[src/rtl/ds_tx_pkg.sv]
package ds_tx_pkg;

    typedef enum logic [1:0] {
        SPD_S100 = 2'b00,
        SPD_S200 = 2'b01,
        SPD_S400 = 2'b10,
        SPD_RSVD = 2'b11
    } speed_e;

    typedef struct packed {
        logic valid;
        logic value;
    } ser_bit_t;

    typedef struct packed {
        logic dat;
        logic stb;
    } ds_pair_t;

    // log2 of the bit period in fast cycles; also log2 of word narrowing
    function automatic logic [1:0] speed_shift(speed_e s);
        case (s)
            SPD_S400: return 2'd0;
            SPD_S200: return 2'd1;
            default:  return 2'd2;
        endcase
    endfunction

endpackage

[src/rtl/ds_tx_timebase.sv]
module ds_tx_timebase
    import ds_tx_pkg::*;
#(
    parameter int W = 8
) (
    input  logic   clk,
    input  logic   rst,
    input  speed_e spd,
    output logic   word_start,
    output logic   bit_ce
);
    localparam int PH_W = $clog2(W);

    logic [PH_W-1:0] ph;
    logic [PH_W-1:0] mask;

    always_ff @(posedge clk) begin
        if (rst)
            ph <= '0;
        else if (ph == PH_W'(W - 1))
            ph <= '0;
        else
            ph <= ph + 1'b1;
    end

    always_comb begin
        mask       = PH_W'((1 << speed_shift(spd)) - 1);
        word_start = (ph == '0);
        bit_ce     = ((ph & mask) == '0);
    end

endmodule

[src/rtl/ds_tx_serializer.sv]
module ds_tx_serializer
    import ds_tx_pkg::*;
#(
    parameter int W = 8
) (
    input  logic         clk,
    input  logic         rst,
    input  logic         active,
    input  logic         word_start,
    input  logic         bit_ce,
    input  speed_e       spd,
    input  logic [W-1:0] word_i,
    output ser_bit_t     bit_o
);
    logic [W-1:0] shreg;
    logic [W-1:0] aligned;
    logic         running;
    logic         load;
    logic         shift;
    int           nbits;

    always_comb begin
        nbits   = W >> speed_shift(spd);
        aligned = word_i << (W - nbits);
        load    = active && word_start;
        shift   = active && running && bit_ce && !word_start;
        bit_o.valid = load || shift;
        bit_o.value = load ? aligned[W-1] : shreg[W-1];
    end

    always_ff @(posedge clk) begin
        if (rst || !active) begin
            shreg   <= '0;
            running <= 1'b0;
        end else if (load) begin
            shreg   <= aligned << 1;
            running <= 1'b1;
        end else if (shift) begin
            shreg   <= shreg << 1;
        end
    end

endmodule

[src/rtl/ds_tx_strobe.sv]
module ds_tx_strobe
    import ds_tx_pkg::*;
(
    input  logic     clk,
    input  logic     rst,
    input  logic     active,
    input  ser_bit_t bit_i,
    output ds_pair_t pair_o
);
    always_ff @(posedge clk) begin
        if (rst || !active) begin
            pair_o <= '0;
        end else if (bit_i.valid) begin
            pair_o.dat <= bit_i.value;
            pair_o.stb <= pair_o.stb ^ (bit_i.value ~^ pair_o.dat);
        end
    end

endmodule

[src/rtl/ds_tx_encoder.sv]
module ds_tx_encoder
    import ds_tx_pkg::*;
#(
    parameter int W = 8
) (
    input  logic         clk,
    input  logic         rst,
    input  logic [1:0]   speed_i,
    input  logic         tx_en,
    input  logic         port_ok,
    input  logic         pwr_down,
    input  logic [W-1:0] tx_data,
    output logic         word_load_o,
    output logic         data_o,
    output logic         strobe_o
);
    logic     tx_active;
    logic     word_start;
    logic     bit_ce;
    speed_e   spd_q;
    ser_bit_t ser_bit;
    ds_pair_t pair_q;

    assign tx_active = tx_en && port_ok && !pwr_down;

    always_ff @(posedge clk) begin
        if (rst)
            spd_q <= SPD_S100;
        else if (word_start && !tx_active)
            spd_q <= speed_e'(speed_i);
    end

    ds_tx_timebase #(.W(W)) u_tb (
        .clk        (clk),
        .rst        (rst),
        .spd        (spd_q),
        .word_start (word_start),
        .bit_ce     (bit_ce)
    );

    ds_tx_serializer #(.W(W)) u_ser (
        .clk        (clk),
        .rst        (rst),
        .active     (tx_active),
        .word_start (word_start),
        .bit_ce     (bit_ce),
        .spd        (spd_q),
        .word_i     (tx_data),
        .bit_o      (ser_bit)
    );

    ds_tx_strobe u_stb (
        .clk    (clk),
        .rst    (rst),
        .active (tx_active),
        .bit_i  (ser_bit),
        .pair_o (pair_q)
    );

    assign word_load_o = word_start;
    assign data_o      = pair_q.dat & tx_active;
    assign strobe_o    = pair_q.stb & tx_active;

endmodule

[config.mk]
export PLATFORM = sky130hd
export DESIGN_NAME = ds_tx_encoder
export DESIGN_NICKNAME = d
export VERILOG_FILES = /design/src/rtl/ds_tx_pkg.sv /design/src/rtl/ds_tx_timebase.sv /design/src/rtl/ds_tx_serializer.sv /design/src/rtl/ds_tx_strobe.sv /design/src/rtl/ds_tx_encoder.sv
export SDC_FILE = /design/constraint.sdc
export NUM_CORES = 1
export LEC_CHECK = 0
export CORE_AREA = 2 2 64 66
export CTS_CLUSTER_SIZE = 40
export DETAILED_ROUTE_END_ITERATION = 7
export DIE_AREA = 0 0 66 68
export PLACE_DENSITY = 0.56
export SKIP_CTS_REPAIR_TIMING = 1
export SLEW_MARGIN = 15
export SYNTH_ARGS = -nofsm -noshare
export SYNTH_HDL_FRONTEND = slang
export SYNTH_SLANG_ARGS = --single-unit
[constraint.sdc]
create_clock -name clk -period 2.7 [get_ports clk]
set_clock_uncertainty 0.15 [all_clocks]
set_input_delay 0.54 -clock clk [delete_from_list [all_inputs] [get_ports clk]]
set_output_delay 0.54 -clock clk [all_outputs]
set_load 0.01 [all_outputs]
==> run_results.csv <==
group,metric,value,unit
synth,ys_warn_count,0,
timing,slew_violations,0,
critical_path,crit_fanout,2,
critical_path,reg2regPathDepth,8,
critical_path,startpoint,"tx_en",
die,num_rows,23,
global_routing,grt_pass1_wl,3980,um
cells_and_area,final_cell_mix,"clkdlybuf4s50_1 (17), dfxtp_1 (15), nor2_1 (11), nand2_1 (11), a21oi_1 (10)",
place,portBuffers,17,
critical_path,crit_type,"in2out",
global_routing,antenna_found_initial,0,
run_status,outcome,"completed",
die,initial_utilization,24.5,%
cts,clk_path_buf_depth,2,
routing,drt_iter0_drc,18,
global_routing,grt_max_degree,11,
global_routing,grt_use_met1,13.2,%
critical_path,cp-start-kind,"input pin",
cts,clk_pin_slew,0.06,ns
critical_path,crit_required,2.01,ns
global_routing,grt_usage,11.8,%
global_routing,grt_pass1_vias,843,
global_routing,top_usage_layer,"met2",
synth,seq_area_frac_synth,31.7,%
routing,post_drt_wl_per_cell,13.2,um
synth,ys_ff_latch,15,
synth,ys_types,38,
cts,cts_tree,"done",
timing,fin_hold_ws,0.303,ns
timing,max_freq,385,MHz
timing,hold_violations,0,
synth,async_flop_share,0,%
die,die_y,68,um
cells_and_area,num_antenna_cells,0,
power_and_ir_drop,vdd_drop_max,138,uV
global_routing,use_met3,0.987,%
critical_path,rr_endpoint,"u_ser.shreg[7]$_SDFFE_PP0P_",
timing,finalSetupViolCount,0,
die,design.core.area,3860,um2
cts,root_buffer,"clkbuf_8",
cts,htree_levels,1,
place,dp_hpwl,1860,um
global_routing,gr-usage-met2,22.7,%
critical_path,end_kind,"primary output",
routing,route.detailed.drc,0,
die,ios,18,
min_path,hold_path_class,"reg2reg",
cells_and_area,nNetsFinal,154,
timing,finalCritPeriodShare,96.3,%
timing,fin_crit,2.60,ns
synth,ys.flop_type,"dfxtp_1",
routing,antenna_left,0,
critical_path,r2r_start,"spd_q[1]$_SDFFE_PP0P_",
timing,rsz0062_at_grt,"no",
cells_and_area,final_common_cell,"clkdlybuf4s50_1",
critical_path,cp.arrival,1.91,ns
die,die_w,66,um
routing,drtPass1Iterations,4,
synth,syn_nets,130,
synth,syn_area,946,um2
routing,vias,874,
routing,via_per_inst,4.78,
die,die_area,4490,um2
routing,routed_wl,2420,um
synth,netlist_instances,110,
cells_and_area,area_growth,31.6,%
cts,clock_latency,0.25,ns
global_routing,overflow,0,
cells_and_area,drive_gt1_share,11.3,%
timing,slew_headroom,69.2,%
critical_path,crit_path_end,"data_o",
job,max_cap_violations,0,
power_and_ir_drop,power_density,453,nW/um2
cts,cts-buffers-inserted,3,
cts,cts.sinks,15,
place,routabilityCongestion,0.728,
synth,synth.avg_cell_area,8.60,um2
timing,tightestPinTransition,0.451,ns
timing,tns,0,ns
power_and_ir_drop,p_leak,0.475,nW
synth,synth-edff-count,0,
cells_and_area,nFillCells,416,
cells_and_area,final_util,32.3,%
critical_path,regToRegSetupSlack,0.38,ns
==> power breakdown <==
group          internal, W  leakage, nW  switching [W]
logic            0.0000703        0.331      0.0000755
registers         0.000229        0.122     0.00000581
clock network     0.000105       0.0228      0.0000788
==> worst min path at each step <==
stage                                     start  slack, ns                           to  cells past startpoint
floorplan           u_ser.shreg[1]$_SDFFE_PP0P_       0.28  u_ser.shreg[1]$_SDFFE_PP0P_                      2
global placement    u_ser.shreg[3]$_SDFFE_PP0P_       0.29  u_ser.shreg[3]$_SDFFE_PP0P_                      2
detailed placement  u_ser.shreg[3]$_SDFFE_PP0P_       0.30  u_ser.shreg[3]$_SDFFE_PP0P_                      2
CTS                 u_ser.shreg[3]$_SDFFE_PP0P_       0.30  u_ser.shreg[3]$_SDFFE_PP0P_                      2
global route        u_ser.shreg[5]$_SDFFE_PP0P_       0.33  u_ser.shreg[5]$_SDFFE_PP0P_                      2
finish              u_ser.shreg[5]$_SDFFE_PP0P_       0.30  u_ser.shreg[5]$_SDFFE_PP0P_                      2
==> per-stage QoR <==
step | power (W) | setup slack [ns] | cells | area, um2
after floorplan | 0.000330 | 0.477 | 110 | 946
after global placement | 0.000382 | 0.104 | 179 | 1200
after detailed placement | 0.000386 | 0.0969 | 179 | 1200
after CTS | 0.000568 | 0.0941 | 183 | 1240
after global routing | 0.000592 | 0.0477 | 183 | 1240
final | 0.000564 | 0.101 | 183 | 1240
==> worst max-delay path: stages <==
cell             delay (ns)
clkdlybuf4s50_1        0.47
and3b_1                0.22
and2_1                 0.15
clkdlybuf4s50_1        0.53
==> layout make-up <==
cell class | instances | area [um2] | area share (%)
repair buffers | 23 | 215 | 17.3
multi-input cells | 84 | 596 | 47.8
well taps | 50 | 62.6 | 5.03
inverters | 7 | 26.3 | 2.11
clock buffers | 4 | 45.0 | 3.62
flip-flops and latches | 15 | 300 | 24.1
==> synthesized netlist by cell type, types with 2 or more instances <==
cell	n	area, um2
a211oi_1	2	15.0
clkbuf_1	2	7.51
nor3b_1	2	15.0
inv_1	6	22.5
dfxtp_1	15	300
ha_1	5	62.6
mux2_4	2	30.0
o221ai_1	2	17.5
nand2_1	11	41.3
nand2b_1	3	18.8
mux2i_1	7	70.1
nand3_1	3	15.0
nor3_1	4	20.0
o211ai_1	3	22.5
a21oi_1	10	50.1
nor2_1	11	41.3
==> cells by family (layout without fill, tap and decap cells) <==
kind of cell               Yosys count  in the layout  share of synthesized area (%)
and+or+nand+nor                     40             40                           20.9
AOI/OAI and AO/OA                   27             27                           19.8
DFF                                 15             15                           31.7
buffers and inverters               11             34                           5.29
muxes                               10             10                           13.0
adders and majority gates            5              5                           6.61
xor gates and xnor gates             2              2                           2.65
==> state kept, by name, indices dropped and copies added (netlist names) <==
register,count
u_tb.ph,3
spd_q,2
u_ser.running,1
u_stb.pair_o,2
u_ser.shreg,7
==> layer usage <==
metal	vias to the layer above	wire (um)
met2	17	1280
met4	0	34
met5	-	0
met3	4	67
met1	406	1040
li1	447	-
(Power assumes the default switching activity.)
